<file path="config.mk">
export PLATFORM = sky130hd
export DESIGN_NAME = acc_core
export DESIGN_NICKNAME = d
export VERILOG_FILES = /design/src/rtl/acc_core_pkg.sv /design/src/rtl/acc_core_ctrl.sv /design/src/rtl/acc_core_ram.sv /design/src/rtl/acc_core_alu.sv /design/src/rtl/acc_core.sv
export SDC_FILE = /design/constraint.sdc
export NUM_CORES = 1
export LEC_CHECK = 0
export ABC_AREA = 1
export BUFFER_PORTS_ARGS = -buffer_cell sky130_fd_sc_hd__buf_2
export CORE_UTILIZATION = 50
export CTS_CLUSTER_DIAMETER = 40
export DETAILED_ROUTE_END_ITERATION = 10
export PLACE_DENSITY = 0.72
export SLEW_MARGIN = 15
export SYNTH_ARGS = -nofsm -noshare
export SYNTH_HDL_FRONTEND = slang
export SYNTH_SLANG_ARGS = --single-unit
export TNS_END_PERCENT = 20
</file>
<file path="constraint.sdc">
create_clock -name clk -period 1.8 [get_ports clk]
set_clock_uncertainty 0.1 [all_clocks]
set_input_delay 0.18 -clock clk [delete_from_list [all_inputs] [get_ports clk]]
set_output_delay 0.18 -clock clk [all_outputs]
set_load 0.02 [all_outputs]
</file>
<file path="src/rtl/acc_core_pkg.sv">
package acc_core_pkg;
  localparam int OP_W = 4;

  localparam logic [OP_W-1:0] OPC_LOAD = 4'h0;
  localparam logic [OP_W-1:0] OPC_ADD  = 4'h1;
  localparam logic [OP_W-1:0] OPC_SUB  = 4'h2;
  localparam logic [OP_W-1:0] OPC_SHOW = 4'hE;
  localparam logic [OP_W-1:0] OPC_STOP = 4'hF;

  typedef enum logic [2:0] {
    ST_T1, ST_T2, ST_T3, ST_T4, ST_T5, ST_T6
  } step_e;

  typedef struct packed {
    logic pc_inc;
    logic pc_oe;
    logic mar_ld;
    logic ram_oe;
    logic ir_ld;
    logic ir_oe;
    logic acc_ld;
    logic acc_oe;
    logic alu_sub;
    logic alu_oe;
    logic b_ld;
    logic out_ld;
  } ctrl_t;
endpackage

</file>
<file path="src/rtl/acc_core_ctrl.sv">
module acc_core_ctrl
  import acc_core_pkg::*;
(
  input  logic            clk,
  input  logic            rst_n,
  input  logic [OP_W-1:0] opcode,
  output ctrl_t           ctrl,
  output logic            halted
);
  step_e step_q, step_d;
  logic  halt_q, halt_d;

  always_comb begin
    ctrl   = '0;
    step_d = step_q;
    halt_d = halt_q;
    if (!halt_q) begin
      step_d = (step_q == ST_T6) ? ST_T1 : step_e'(step_q + 3'd1);
      unique case (step_q)
        ST_T1: begin ctrl.pc_oe = 1'b1;  ctrl.mar_ld = 1'b1; end
        ST_T2: ctrl.pc_inc = 1'b1;
        ST_T3: begin ctrl.ram_oe = 1'b1; ctrl.ir_ld = 1'b1; end
        ST_T4: begin
          if (opcode == OPC_LOAD || opcode == OPC_ADD || opcode == OPC_SUB) begin
            ctrl.ir_oe  = 1'b1;
            ctrl.mar_ld = 1'b1;
          end else if (opcode == OPC_SHOW) begin
            ctrl.acc_oe = 1'b1;
            ctrl.out_ld = 1'b1;
          end else if (opcode == OPC_STOP) begin
            halt_d = 1'b1;
          end
        end
        ST_T5: begin
          if (opcode == OPC_LOAD) begin
            ctrl.ram_oe = 1'b1;
            ctrl.acc_ld = 1'b1;
          end else if (opcode == OPC_ADD || opcode == OPC_SUB) begin
            ctrl.ram_oe = 1'b1;
            ctrl.b_ld   = 1'b1;
          end
        end
        ST_T6: begin
          if (opcode == OPC_ADD || opcode == OPC_SUB) begin
            ctrl.alu_oe  = 1'b1;
            ctrl.acc_ld  = 1'b1;
            ctrl.alu_sub = (opcode == OPC_SUB);
          end
        end
        default: ;
      endcase
    end
  end

  always_ff @(posedge clk or negedge rst_n) begin
    if (!rst_n) begin
      step_q <= ST_T1;
      halt_q <= 1'b0;
    end else begin
      step_q <= step_d;
      halt_q <= halt_d;
    end
  end

  assign halted = halt_q;
endmodule

</file>
<file path="src/rtl/acc_core_ram.sv">
module acc_core_ram #(
  parameter int DW = 8,
  parameter int AW = 4
) (
  input  logic          clk,
  input  logic          wr_en,
  input  logic [AW-1:0] wr_addr,
  input  logic [DW-1:0] wr_data,
  input  logic [AW-1:0] rd_addr,
  output logic [DW-1:0] rd_data
);
  localparam int DEPTH = 1 << AW;
  logic [DW-1:0] mem [DEPTH];

  always_ff @(posedge clk) begin
    if (wr_en) mem[wr_addr] <= wr_data;
  end

  assign rd_data = mem[rd_addr];
endmodule

</file>
<file path="src/rtl/acc_core_alu.sv">
module acc_core_alu #(
  parameter int DW = 8
) (
  input  logic [DW-1:0] a,
  input  logic [DW-1:0] b,
  input  logic          sub,
  output logic [DW-1:0] y
);
  always_comb y = sub ? (a - b) : (a + b);
endmodule

</file>
<file path="src/rtl/acc_core.sv">
module acc_core
  import acc_core_pkg::*;
#(
  parameter int DATA_W = 8
) (
  input  logic                     clk,
  input  logic                     clr_n,
  input  logic                     ld_en,
  input  logic [DATA_W-OP_W-1:0]   ld_addr,
  input  logic [DATA_W-1:0]        ld_data,
  output logic [DATA_W-1:0]        out_val,
  output logic                     halted
);
  localparam int ADDR_W = DATA_W - OP_W;
  localparam int NDRV   = 5;

  logic [1:0]        sync_q;
  logic              rst_core_n;
  ctrl_t             ctrl;
  logic [DATA_W-1:0] bus, ram_rd, alu_y;
  logic [NDRV-1:0]   drv_vec;

  logic [ADDR_W-1:0] pc_q, pc_d, mar_q, mar_d;
  logic [DATA_W-1:0] ir_q, ir_d, acc_q, acc_d, b_q, b_d, out_q, out_d;

  // clear: asserted at once, released on the clock
  always_ff @(posedge clk or negedge clr_n) begin
    if (!clr_n) sync_q <= '0;
    else        sync_q <= {sync_q[0], 1'b1};
  end
  assign rst_core_n = sync_q[1];

  acc_core_ctrl u_ctrl (
    .clk    (clk),
    .rst_n  (rst_core_n),
    .opcode (ir_q[DATA_W-1 -: OP_W]),
    .ctrl   (ctrl),
    .halted (halted)
  );

  acc_core_ram #(.DW(DATA_W), .AW(ADDR_W)) u_ram (
    .clk     (clk),
    .wr_en   (ld_en),
    .wr_addr (ld_addr),
    .wr_data (ld_data),
    .rd_addr (mar_q),
    .rd_data (ram_rd)
  );

  acc_core_alu #(.DW(DATA_W)) u_alu (
    .a   (acc_q),
    .b   (b_q),
    .sub (ctrl.alu_sub),
    .y   (alu_y)
  );

  assign drv_vec = {ctrl.pc_oe, ctrl.ram_oe, ctrl.ir_oe, ctrl.acc_oe, ctrl.alu_oe};

  // gated-OR bus stands in for tri-state drivers
  always_comb begin
    bus = ({DATA_W{ctrl.pc_oe}}  & {{OP_W{1'b0}}, pc_q})
        | ({DATA_W{ctrl.ram_oe}} & ram_rd)
        | ({DATA_W{ctrl.ir_oe}}  & {{OP_W{1'b0}}, ir_q[ADDR_W-1:0]})
        | ({DATA_W{ctrl.acc_oe}} & acc_q)
        | ({DATA_W{ctrl.alu_oe}} & alu_y);
  end

  always_comb begin
    pc_d  = ctrl.pc_inc ? pc_q + 1'b1       : pc_q;
    mar_d = ctrl.mar_ld ? bus[ADDR_W-1:0]   : mar_q;
    ir_d  = ctrl.ir_ld  ? bus               : ir_q;
    acc_d = ctrl.acc_ld ? bus               : acc_q;
    b_d   = ctrl.b_ld   ? bus               : b_q;
    out_d = ctrl.out_ld ? bus               : out_q;
  end

  always_ff @(posedge clk or negedge rst_core_n) begin
    if (!rst_core_n) begin
      pc_q  <= '0;
      mar_q <= '0;
      ir_q  <= '0;
      acc_q <= '0;
      b_q   <= '0;
      out_q <= '0;
    end else begin
      pc_q  <= pc_d;
      mar_q <= mar_d;
      ir_q  <= ir_d;
      acc_q <= acc_d;
      b_q   <= b_d;
      out_q <= out_d;
    end
  end

  assign out_val = out_q;
endmodule

</file>
# Yosys cells after proc, flatten, opt, wreduce, memory -nomap -nowiden
# Memories as Yosys holds them, arrays and structs flattened.
# Cells that the tools add are included.
# W data, S select, Z words.
dict set report op_classes {
  reduce_logical 5
  muxes 28
  bitwise_logic 9
  addsub 4
  eq_ne 9
}
# cell count
set ops {}
lappend ops {{$or A8 B8 Y8} 4}
lappend ops {{$and A8 B8 Y8} 3}
lappend ops {{$mux W1} 20}
lappend ops {{$and A8 B4 Y8} 2}
lappend ops {{$mux W12} 1}
lappend ops {{$add A8 B8 Y8} 1}
lappend ops {{$eq A4 B4 Y1 const B} 2}
lappend ops {{$mux W8} 1}
lappend ops {{$sub A8 B8 Y8} 1}
lappend ops {{$eq A3 B2 Y1 const B} 2}
lappend ops {{$eq A3 B3 Y1 const B} 2}
lappend ops {{$pmux W1 S2} 3}
lappend ops {{$add A4 B1 Y4 const B} 1}
lappend ops {{$eq A4 B1 Y1 const B} 1}
lappend ops {{$eq A4 B2 Y1 const B} 1}
lappend ops {{$logic_not A4 Y1} 1}
lappend ops {{$mux W2} 2}
lappend ops {{$add A3 B1 Y3 const B} 1}
lappend ops {{$eq A3 B1 Y1 const B} 1}
lappend ops {{$logic_not A3 Y1} 1}
lappend ops {{$logic_or A1 B1 Y1} 3}
lappend ops {{$mux W3} 1}
dict set report word_totals {
  mem_count 1
  register_bits 46
  output_inout_bits 9
  mem_bits_rw 128
  in_bits 15
}
# memory words word_bits rd rd_clocked_by_memory_dff write_ports line_no
set mem_list {}
lappend mem_list {u_ram.mem 16 8 1 0 1 acc_core_ram.sv:13} ;# logic [DW-1:0] mem [DEPTH];

# Depth between registers and ports, before layout
dict set report depth {
  ltp_word 11
  depth_mapped 19
  mapped_depth_nobuf 19
}

# Cells and area by module
# A second synthesis with hierarchy kept.
dict set report hier_totals {
  hier_cells 902
  hier_area_um2 8351.8
}
# mod cells_per_inst seq_area_each_um2 n_inst area_per_inst_um2
set modules_own_cells {}
lappend modules_own_cells {acc_core_ram 543 3843.7 1 5606.6}
lappend modules_own_cells {acc_core 215 1051.0 1 1885.6}
lappend modules_own_cells {acc_core_alu 90 0.0 1 513.0}
lappend modules_own_cells {acc_core_ctrl 54 100.1 1 346.6}

# Worst setup path before layout
# No wires, ideal clock.
dict set report synth_timing {
  path_type {register to register}
  startpoint {register u_ctrl.halt_q, in the netlist u_ctrl.halted}
  endpoint {register ir_q[5]}
  setup_time_ns 0.118
  required_time_ns 1.582
  arrival_ns 2.235
  path_slack_ns -0.653
  path_stages_with_launch 16
  n_path_buf 1
  path_cell_list {dfrtp_1 > buf_6 > inv_1 > nand3_2 > inv_1 > a21oi_1 > xnor2_1 > ha_1 > nand2_1 > or2_2 > nand3_1 > nand2_1 > nand3_1 > nand3_2 > nand2_1 > nand2_1}
}
dict set report synth_between {
  elab_chain_cells 6
  word_cells_on_any_way 11
  classes_between {2 x mux; 9 x bitwise}
}
# item line_no
set synth_rtl {}
lappend synth_rtl {{from (decl)} acc_core_ctrl.sv:11} ;# logic halt_q, halt_d;
lappend synth_rtl {{from (signal assigned)} acc_core_ctrl.sv:61} ;# halt_q <= halt_d;
lappend synth_rtl {{$mux W12 (*)} acc_core_ctrl.sv:17} ;# if (!halt_q) begin
lappend synth_rtl {{$and A8 B4 Y8 / $and A8 B8 Y8 (equally long branches)} {acc_core.sv:61, acc_core.sv:62}}
lappend synth_rtl {{$or A8 B8 Y8} acc_core.sv:62} ;# | ({DATA_W{ctrl.ram_oe}} & ram_rd)
lappend synth_rtl {{$or A8 B8 Y8} acc_core.sv:63} ;# | ({DATA_W{ctrl.ir_oe}} & {{OP_W{1'b0}}, ir_q[ADDR_W-1:0]})
lappend synth_rtl {{$or A8 B8 Y8} acc_core.sv:64} ;# | ({DATA_W{ctrl.acc_oe}} & acc_q)
lappend synth_rtl {{$or A8 B8 Y8} acc_core.sv:65} ;# | ({DATA_W{ctrl.alu_oe}} & alu_y);
lappend synth_rtl {{to (signal assigned)} acc_core.sv:88} ;# ir_q <= ir_d;
lappend synth_rtl {{to (decl)} acc_core.sv:24} ;# logic [DATA_W-1:0] ir_q, ir_d, acc_q, acc_d, b_q, b_d, out_q, out_d;
# Every way passes the cells marked *; elsewhere a longest branch is shown, timed or not.
# A chain may end at the register's enable or synchronous reset.

# Worst setup path in the final report
dict set report layout_timing {
  startpoint {register b_q[1]}
  endpoint {register ir_q[7]}
}
dict set report layout_between {
  elab_chain_cells 4
  word_cells_on_any_way 5
  classes_between {2 x add/sub; 1 x mux; 2 x bitwise}
}
# item line_no
set layout_rtl {}
lappend layout_rtl {{from (decl)} acc_core.sv:24}
lappend layout_rtl {{from (signal assigned)} acc_core.sv:83} ;# b_q <= '0;
lappend layout_rtl {{from (signal assigned)} acc_core.sv:90} ;# b_q <= b_d;
lappend layout_rtl {{$add A8 B8 Y8 / $sub A8 B8 Y8 (equally long branches)} acc_core_alu.sv:9} ;# always_comb y = sub ? (a - b) : (a + b);
lappend layout_rtl {{$mux W8 (*)} acc_core_alu.sv:9}
lappend layout_rtl {{$and A8 B8 Y8 (*)} acc_core.sv:65}
lappend layout_rtl {{$or A8 B8 Y8 (*)} acc_core.sv:65}
# Marks and branches as above.

==> flow_metrics.py <==
metrics = {
    "clock_tree": {
        "cts_sinks": 174,
        "clock_latency_ns": 0.43,
        "clockBufferDepth": 2,
        "clkSlewWorstSetupHoldPaths_ns": 0.07,
        "cts_root_buffer": "clkbuf_16",
        "cts_tree": "built",
        "htree_levels": 4,
        "cts_buffers": 17,
    },
    "placed_design": {
        "place_ws_ns": -0.787,
        "place.gp.congestion": 0.915,
        "port_buffers": 23,
        "post-dp-hpwl_mm": 12.4,
    },
    "route": {
        "firstDrtPassIters": 5,
        "drc": 0,
        "drtIter0Drc": 470,
        "wire_per_inst_um": 17.9,
        "antenna_left": 0,
        "vias_per_cell": 5.54,
        "vias": 5979,
        "wl_mm": 19.4,
    },
    "layout": {
        "area_growth_syn_to_layout_pct": 25.9,
        "drive_gt1_share_pct": 26.7,
        "seqCellArea_mm2": 0.00500,
        "multiInputGateArea_mm2": 0.00276,
        "diodes": 0,
        "layout.nets": 906,
        "fillers": 1142,
    },
    "synthesis": {
        "synth_area_mm2": 0.00778,
        "synth_fa_ha_area_share_pct": 1.87,
        "synth_common_cells": "262 x nand2_1, 133 x nand3_1, 128 x edfxtp_1",
        "synthMuxAreaShare_pct": 0.145,
        "yosys.cell_types.count": 39,
        "synth_nets": 784,
        "synth-xor-area-share_pct": 1.35,
        "synth.area.top_cells": "edfxtp_1 49%, dfrtp_1 15%, nand2_1 13%, nand3_1 8.6%, inv_1 1.8%",
        "synthCells": 758,
        "async_reset_ff_share_pct": 26.4,
        "ys.flop_type": "edfxtp_1",
        "synth_edf_count": 128,
        "synthSimpleGateAreaFrac_pct": 25.7,
        "yosysSeqAreaShare_pct": 64.2,
        "synth_top_area_share_pct": 49.4,
        "ys_seq_elements": 174,
        "synth_area_leader_cell": "edfxtp_1",
        "yosys_warnings": 0,
        "synth_top_family_by_area": "simple AND/OR/NAND/NOR gates",
        "yosys.cell_count.top_type": "nand2_1",
        "synth_compound_area_share_pct": 2.48,
        "avgSynthCellArea_um2": 10.3,
    },
    "die": {
        "dieHeight_um": 127,
        "dieWidth_um": 127,
        "start_util_pct": 51.2,
        "coreArea_mm2": 0.0152,
        "rows": 45,
        "pin_count": 24,
        "die_area_mm2": 0.0161,
    },
    "global_routing": {
        "top_usage_layer": "met2",
        "grt_remaining_overflow": 0,
        "grt_pass1_wl_mm": 29.8,
        "met3_usage_pct": 4.77,
        "grt_pass1_vias": 5873,
        "use_met2_pct": 43.9,
        "grtUsageMet1_pct": 29.7,
        "grt_max_degree": 46,
        "grt_usage_pct": 24.9,
        "antenna_found_initial": 0,
    },
    "min_path": {
        "min_from": "ld_data[5]",
        "hold_end": "u_ram.mem[4][5]",
        "hold_depth": 1,
        "hold_path_class": "input port to flop",
    },
    "status": {
        "status": "complete, but fails checks",
        "violations": "setup timing",
    },
    "setup_path": {
        "r2r-end": "ir_q[7]",
        "cp-end-kind": "flop",
        "cp.arrival_ns": 2.87,
        "r2r_slack_ns": -0.87,
        "crit_required_ns": 2.01,
        "r2r_start": "b_q[1]",
        "cp_max_fo": 4,
        "start_kind": "flop",
        "worstSetupPathType": "flop to flop",
        "rr_worst_depth": 17,
    },
    "sta": {
        "slew_viol_final": 0,
        "slew-limit-headroom_pct": 62.9,
        "max_freq_mhz": 375,
        "tightest_slew_ns": 0.556,
        "setup_viol": 36,
        "fin_crit_sh_pct": 148,
        "hold_viol_final": 0,
        "fin_crit_ns": 2.67,
        "fin_ws_ns": -0.866,
        "rsz0062_at_grt": "yes",
        "tns_ns": -21.91,
    },
    "run": {
        "cap_violations": 0,
    },
    "power_and_ir_drop": {
        "power_leakage_nw": 4.12,
        "ir_worst_vdd_mv": 1.02,
        "p_per_area_mw_per_mm2": 1640,
    },
}
## routing by layer
metal,wire length (um),vias to the layer above
li1,-,2812
met1,7710,2924
met2,10300,197
met3,879,46
met4,520,0
met5,0,-
## timing repair
item	4_1_cts	5_1_grt
pin swaps	22	28
endpoints found under the setup margin	36	36
gates resized for setup	16	41
setup buffers	4	11
endpoints found under the hold margin	2	0
gates cloned	0	0
hold buffers	2	0
## final cells by class
type	instances	share of cell area [%]
Clock buffer	18	4.38
Clock inverter	13	1.79
Inverter	42	1.69
Multi-Input combinational cell	515	28.1
Sequential cell	174	51.0
Tap cell	188	2.40
Timing Repair Buffer	130	10.6
## power breakdown
group	internal [mW]	switching, mW
sequential	4.75	0.364
combinational	3.18	3.94
clock	2.22	1.60
## worst max path at each step
stage | depth (start not counted) | end | slack [ns] | startpoint
6_report | 17 | ir_q[7] | -0.87 | b_q[1]
3_3_place_gp | 15 | b_q[6] | -0.75 | b_q[0]
4_1_cts | 17 | ir_q[7] | -0.78 | b_q[1]
3_5_place_dp | 15 | b_q[6] | -0.79 | b_q[0]
5_1_grt | 17 | ir_q[7] | -1.0 | b_q[1]
2_1_floorplan | 17 | ir_q[7] | -0.50 | b_q[0]
## critical path, cell delays in order (launching register included)
cell and delay (ns):
dfrtp_1 0.39, inv_2 0.08, ha_4 0.13, inv_2 0.03
nor3_2 0.13, inv_1 0.10, o31ai_2 0.21, xor2_1 0.22
ha_1 0.31, a21o_1 0.19, nor2_1 0.14, nand2_1 0.10
inv_1 0.06, nand2_1 0.06, nand3_2 0.06, nand2_2 0.08
nand2_1 0.07, nand2_1 0.08
## registers in the layout, indices dropped and copies added, names as in the netlist
| register | count |
|---|---|
| u_ram.mem | 128 |
| u_ctrl.halted | 1 |
| pc_q | 4 |
| mar_q | 4 |
| sync_q | 2 |
| out_val | 8 |
| ir_q | 8 |
| b_q | 8 |
| u_ctrl.step_q | 3 |
| acc_q | 8 |
## through the flow
stage	std cells	utilization (%)	hold WS (ns)	area (um^2)	total power, mW
floorplan	758	-	-0.216	7840	8.68
global placement	1032	57.9	-0.133	8800	10.8
detailed placement	1032	57.9	-0.134	8800	10.9
CTS	1069	62.6	0.0469	9520	15.1
global route	1080	64.4	0.0494	9800	16.9
finish	1080	64.4	0.0549	9800	16.1
## logic make-up (layout without fill, tap and decap cells)
| family | after synthesis | count (layout) |
|---|---|---|
| buffers and inverters | 69 | 203 |
| muxes | 1 | 1 |
| DFF | 174 | 174 |
| adders and majority gates | 11 | 11 |
| and+or+nand+nor | 460 | 460 |
| AOI/OAI and AO/OA | 30 | 30 |
| xor gates and xnor gates | 12 | 12 |
| other | 1 | 1 |
## cells in the final DEF, fill, tap and decap left out, types with 5 or more instances in the layout
cell type and instances:
a31oi_1 5, buf_12 8, buf_2 23, buf_4 93, clkbuf_16 17, dfrtp_1 43
edfxtp_1 128, ha_1 5, inv_1 28, inv_2 11, inv_6 6, nand2_1 248
nand2_2 14, nand3_1 126, nand3_2 10, nand4_1 5, nor2_1 36
Note: power is estimated with default switching activity, not from simulation.
